### src/rtl/ulpi_link_ctrl.sv
module ulpi_link_ctrl #(
  parameter int DW = 8
) (
  input  logic          clk,
  input  logic          rst_n,
  input  logic          cmd_valid,
  input  logic [1:0]    cmd_kind,
  input  logic [DW-3:0] cmd_addr,
  input  logic [DW-1:0] cmd_wdata,
  output logic          cmd_ready,
  input  logic [DW-1:0] tx_data,
  input  logic          tx_last,
  output logic          tx_ready,
  output logic          done,
  output logic          abort,
  output logic [DW-1:0] rd_data,
  output logic          rx_valid,
  output logic [DW-1:0] rx_data,
  output logic          rx_is_cmd,
  output logic          rx_active,
  output logic [1:0]    lp_linestate,
  output logic          lp_int,
  input  logic          phy_dir,
  input  logic          phy_nxt,
  input  logic [DW-1:0] bus_in,
  output logic [DW-1:0] bus_out,
  output logic          bus_oe,
  output logic          bus_stp
);
  localparam logic [1:0] K_TX = 2'b01;
  localparam logic [1:0] K_WR = 2'b10;
  localparam logic [1:0] K_RD = 2'b11;

  typedef enum logic [2:0] {S_IDLE, S_CMD, S_DATA, S_STOP, S_RDWAIT, S_RDCAP} st_t;

  st_t        st;
  logic       dir_q;
  logic       last_q;
  logic [1:0] kind_q;
  logic [DW-1:0] wdata_q;

  assign bus_oe       = ~phy_dir;
  assign cmd_ready    = (st == S_IDLE) && !phy_dir && !dir_q;
  assign tx_ready     = !phy_dir && phy_nxt &&
                        (((st == S_CMD) && (kind_q == K_TX)) || ((st == S_DATA) && !last_q));
  assign lp_linestate = phy_dir ? bus_in[1:0] : 2'b00;
  assign lp_int       = phy_dir & bus_in[3];

  always_ff @(posedge clk) begin
    if (!rst_n) begin
      st        <= S_IDLE;
      dir_q     <= 1'b1;
      last_q    <= 1'b0;
      kind_q    <= K_TX;
      wdata_q   <= '0;
      bus_out   <= '0;
      bus_stp   <= 1'b0;
      done      <= 1'b0;
      abort     <= 1'b0;
      rd_data   <= '0;
      rx_valid  <= 1'b0;
      rx_data   <= '0;
      rx_is_cmd <= 1'b0;
      rx_active <= 1'b0;
    end else begin
      dir_q    <= phy_dir;
      done     <= 1'b0;
      abort    <= 1'b0;
      bus_stp  <= 1'b0;
      rx_valid <= 1'b0;

      if (!phy_dir)
        rx_active <= 1'b0;
      else if (!dir_q && phy_nxt)
        rx_active <= 1'b1;

      if (phy_dir && dir_q && (st != S_RDCAP)) begin
        rx_valid  <= 1'b1;
        rx_data   <= bus_in;
        rx_is_cmd <= ~phy_nxt;
      end

      case (st)
        S_IDLE: begin
          bus_out <= '0;
          if (cmd_valid && cmd_ready && (cmd_kind != 2'b00)) begin
            kind_q  <= cmd_kind;
            wdata_q <= cmd_wdata;
            bus_out <= {cmd_kind, cmd_addr};
            st      <= S_CMD;
          end
        end
        S_CMD: begin
          if (phy_dir) begin
            abort   <= 1'b1;
            bus_out <= '0;
            st      <= S_IDLE;
          end else if (phy_nxt) begin
            case (kind_q)
              K_WR: begin
                bus_out <= wdata_q;
                last_q  <= 1'b1;
                st      <= S_DATA;
              end
              K_RD: begin
                bus_out <= '0;
                st      <= S_RDWAIT;
              end
              default: begin
                bus_out <= tx_data;
                last_q  <= tx_last;
                st      <= S_DATA;
              end
            endcase
          end
        end
        S_DATA: begin
          if (phy_dir) begin
            abort   <= 1'b1;
            bus_out <= '0;
            st      <= S_IDLE;
          end else if (phy_nxt) begin
            if (last_q) begin
              bus_out <= '0;
              bus_stp <= 1'b1;
              st      <= S_STOP;
            end else begin
              bus_out <= tx_data;
              last_q  <= tx_last;
            end
          end
        end
        S_STOP: begin
          done <= 1'b1;
          st   <= S_IDLE;
        end
        S_RDWAIT: begin
          if (phy_dir && !dir_q) begin
            if (phy_nxt) begin
              abort <= 1'b1;
              st    <= S_IDLE;
            end else begin
              st <= S_RDCAP;
            end
          end
        end
        S_RDCAP: begin
          rd_data <= bus_in;
          done    <= 1'b1;
          st      <= S_IDLE;
        end
        default: st <= S_IDLE;
      endcase
    end
  end
endmodule

### config.mk
export PLATFORM = sky130hd
export DESIGN_NAME = ulpi_link_ctrl
export DESIGN_NICKNAME = d
export VERILOG_FILES = /design/src/rtl/ulpi_link_ctrl.sv
export SDC_FILE = /design/constraint.sdc
export NUM_CORES = 1
export LEC_CHECK = 0
export BUFFER_PORTS_ARGS = -buffer_cell sky130_fd_sc_hd__buf_2
export CAP_MARGIN = 20
export CORE_ASPECT_RATIO = 1.2
export CORE_MARGIN = 1
export CORE_UTILIZATION = 35
export DETAILED_ROUTE_END_ITERATION = 8
export GPL_TIMING_DRIVEN = 0
export PLACE_DENSITY = 0.71
export SLEW_MARGIN = 10
export SYNTH_ARGS = -nofsm -noshare
export SYNTH_HDL_FRONTEND = slang
export SYNTH_SLANG_ARGS = --single-unit
### constraint.sdc
create_clock -name clk -period 2.46 [get_ports clk]
set_clock_uncertainty 0.2 [all_clocks]
set_input_delay 0.246 -clock clk [delete_from_list [all_inputs] [get_ports clk]]
set_output_delay 0.246 -clock clk [all_outputs]
set_load 0.1 [all_outputs]
== Word level (Yosys, flattened, before mapping) ==
Index checks and enable logic that the tools add are counted.
Word-level totals
  register bits after elaboration: 45
  input bits: 38
  logic and storage cells: 99
Operators by class
  equal/unequal tests: 19
  muxes and demuxes: 33
  bitwise operators: 5
  reductions and logical operators: 28
Operators with widths (number)
  8-bit two-way mux: 6
  3-bit two-way mux: 9
  8-bit one-hot mux with 3 select lines: 1
  8-bit one-hot mux with 2 select lines: 1
  1-bit logical AND: 12
  2-bit != test, second input constant: 6
  3-bit != test, second input constant: 4
  3-bit one-hot mux with 4 select lines: 1
  1-bit two-way mux: 11
  3-bit by 2-bit == test with 1-bit output, second input constant: 2
  3-bit == test, second input constant: 2
  1-bit one-hot mux with 2 select lines: 3
  6-bit AND reduction: 1
  5-bit AND reduction: 1
  2-bit == test, second input constant: 2
  1-bit NOT: 4
  2-bit AND reduction: 2
  2-bit nonzero test: 2
  2-bit OR reduction: 2
  4-bit OR reduction: 1
  3-bit by 1-bit == test with 1-bit output, second input constant: 1
  1-bit logical NOT: 3
  3-bit logical NOT: 1
  3-bit AND reduction: 1
  6 further kinds: 6

== Depth between registers and ports, before layout ==
  word-level depth: 7
  depth in mapped cells: 7

== Least setup slack after synthesis ==
Ideal clock, no wire load.
  path kind: register to register
  from: register st[0]
  to: register wdata_q[0]
  library setup time: 0.132 ns
  arrival: 2.933 ns
  required time: 2.128 ns
  setup slack: -0.806 ns
  cell stages (with the launch flop): 6
  period minus slack after synthesis: 3.266 ns
  cell sequence: dfxtp_1 > or4_4 > nor2_1 > nand3b_1 > nand2_1 > a21oi_1
Between the ends
  longest elaborated chain between the ends: 6
Ends and longest elaborated chain
  start: declaration: line 36  | st_t st;
  start signal: assignment: line 51  | st <= S_IDLE;
  start signal: assignment: line 90  | st <= S_CMD;
  start signal: assignment: line 97  | st <= S_IDLE;
  3-bit logical NOT: line 43  | assign cmd_ready = (st == S_IDLE) && !phy_dir && !dir_q;
  1-bit logical AND (2 in series): line 43
  via cmd_ready: line 10  | output logic cmd_ready,
  1-bit logical AND (2 in series): line 86  | if (cmd_valid && cmd_ready && (cmd_kind != 2'b00)) begin
  2-bit AND reduction (no line)
  end signal: assignment: line 88  | wdata_q <= cmd_wdata;
  end: declaration: line 40  | logic [DW-1:0] wdata_q;
The timed path passes the listed nets, and every way through them passes these cells.
A chain may end at the register's enable or synchronous reset.

== Final worst setup path ==
  from: register st[0]
  to: output cmd_ready
Between the ends
  longest elaborated chain between the ends: 3
Ends and longest elaborated chain (line)
  3-bit logical NOT: 43
  1-bit logical AND (2 in series): 43
  end: declaration: 10
Every way passes these cells.

==> run metrics <==
status=completed; CTS tree=built; H-tree Lvls=2; antenna diode count=0; cts bufs inserted=5; r2r endpoint=bus_out[5]$_SDFFE_PN0P_; Worst Path Max Fanout=6; DRT antenna net count=0; wire per inst=13.84 µm; Area Growth Syn to Fin=36.08%; mean post-synth cell area=between 8 and 9 µm²; total chip power=around 1700 µW; number of enable flip-flop cells after synthesis=0; sequential-to-total area share from yosys stat=0.4672; Distinct cells, synth=40; Initial Util=0.3640; Leakage=0.001102 µW; Die ar.=5811 µm²; Async SR Flop Fraction=0; setup bufs post-CTS=0; total grt overflow=0; Die H=between 80 and 90 µm; Yosys reg bits=45; worst hold stages=3; clk root buf=clkbuf_8; IO buf count=72; max-cap viol count=0; Clock Latency Late Sink=0.29 ns; crit start category=flop; Worst Tran Pin Value=between 0.5 and 0.6 ns; Pre-antenna DRT Iters=5; layout cell share with drive strength beyond 1=0.2813; Synth Instances=236; Yosys Warn Count=0; arrival time at the worst endpoint=1.83 ns; CTS sink cnt=45; CP Class=reg2out; Final Instance Area=2624 µm²; Fin Hold WS=0.007195 ns; final core occ=0.4953; vias=2,032; worst hold path type=in2reg; Final setup viols=0; Worst Path Required=2.01 ns; largest net degree at the start of global routing=15; hold wc startpoint=bus_in[5]; WHS Endpoint=rx_data[5]$_SDFFE_PN0P_; r2r setup slk=about 0.28 ns; maximum root-to-sink buffer count=2; dpl cell area=2376 µm²; Fmax=438.9 MHz; CP Capture Type=primary output; vias per inst=5.224; Final Max Slew Viols=0; commonest non-fill, non-tap cell in the layout=buf_2; Die X=about 70 µm; GRT Total Usage=0.1903; min cycle time layout=2.279 ns; Mapped Area=1928 µm²; r2r worst-path depth=5; initial antenna violation count=0; I/O Pins=74; ys flop type=dfxtp_1; RSZ-0062 raised after global routing=no; fin crit share=0.9263; syn_nets=274; most frequent cells in the layout=buf_2 (73), nand2_1 (49), dfxtp_1 (45); VDD IR-drop max=353.4 µV; vias in the first global route=1,931; Slew HR=0.6461; first-pass GRT wire length=8.928 mm; final WL=5.384 mm; worst r2r src=st[0]$_SDFFE_PN0P_; FP Rows=29; Core Area=5298 µm²; Layout Nets=364; DRC Markers=0; Setup TNS=0 ns; Reg clk slew, reported paths=approximately 0.080 ns; pwr/cell area=644.4 nW/µm²; Final HPWL DP=3.824 mm; Final Hold Fails=0; Iter 0 DRT Violations=137; GPL Wtd Cong=0.8545
[kinds of logic (layout without fill, tap and decap cells)]
group	count (synthesis)	after routing	synth area share
buf+inv	20	111	0.04413
compound gates	70	70	0.2336
flops	45	45	0.4672
fa+ha+maj	1	1	0.005192
simple gates	100	100	0.2498
[stage by stage]
stage               instances  worst slack (ns)
floorplan                 236            0.2022
global placement          370            0.2837
detailed placement        370            0.2767
CTS                       389           0.06641
global route              389            0.1071
finish                    389            0.1813
[where the power goes]
| part | internal (µW) | switching (µW) | total [µW] |
|---|---|---|---|
| Sequential | 746 | 12.5 | 758 |
| Combinational | 73.8 | 207 | 281 |
| Clock | 403 | 248 | 652 |
[area by class of cell]
cell class | count | area [µm²]
timing repair buffer | 83 | 473.0
fill | 525 | 2674
multi-input combinational | 171 | 952.2
clock inverter | 3 | 65.06
buffer | 14 | 63.81
sequential | 45 | 900.9
tap | 62 | 77.57
clock buffer | 5 | 68.82
inverter | 6 | 22.52
[cell usage after synthesis (2+ instances only)]
library cell | number | area share
nand2_1 | 49 | 0.095
dfxtp_1 | 45 | 0.47
a21oi_1 | 32 | 0.083
nor2_1 | 16 | 0.031
nand3_1 | 14 | 0.036
clkbuf_1 | 10 | 0.019
o21ai_0 | 9 | 0.023
a222oi_1 | 6 | 0.031
inv_1 | 5 | 0.0097
a21boi_0 | 4 | 0.016
nand2b_1 | 4 | 0.013
and2_1 | 3 | 0.0097
nor2b_1 | 3 | 0.0097
nor3_1 | 3 | 0.0078
a211oi_1 | 2 | 0.0078
a22oi_1 | 2 | 0.0078
a31oi_1 | 2 | 0.0065
buf_2 | 2 | 0.0052
o211ai_1 | 2 | 0.0078
o22a_1 | 2 | 0.0091
o32a_1 | 2 | 0.010
[routing by layer]
layer  global-route usage  vias to the layer above  part of all wire
met5                    0                        -                 0
met4              0.07636                        0             0.025
met3              0.03762                       15             0.057
met2               0.3257                       78              0.51
met1               0.2327                      930              0.41
li1                     -                     1009                 -
[worst max path at each step]
stage,slack [ns],cells after the start,endpoint,start
after global routing,0.11,6,tx_ready,st[1]$_SDFFE_PN0P_
after floorplan,0.20,5,wdata_q[0]$_SDFFE_PN0P_,st[0]$_SDFFE_PN0P_
after detailed placement,0.28,5,bus_out[5]$_SDFFE_PN0P_,st[0]$_SDFFE_PN0P_
final,0.18,3,cmd_ready,st[0]$_SDFFE_PN0P_
after global placement,0.28,5,bus_out[5]$_SDFFE_PN0P_,st[0]$_SDFFE_PN0P_
after CTS,0.07,6,tx_ready,st[1]$_SDFFE_PN0P_
[sequential cells by signal, indices dropped and copies added (netlist names)]
| register | flops |
|---|---|
| rx_valid | 1 |
| wdata_q | 8 |
| abort | 1 |
| bus_out | 8 |
| rx_data | 8 |
| st | 3 |
| kind_q | 2 |
| rd_data | 8 |
| rx_active | 1 |
| bus_stp | 1 |
| done | 1 |
| last_q | 1 |
| dir_q | 1 |
| rx_is_cmd | 1 |
[timing repair]
action	CTS	global route
resized for setup	0	3
endpoints found under the hold margin	11	0
setup endpoints to repair	0	1
hold buffers	11	0
[critical path, stage by stage (launching register included)]
cell and delay [ns]:
dfxtp_1 0.36, or4_4 0.59, nor2_4 0.14, buf_2 0.44
No activity file was read; power rests on OpenSTA's default activity.
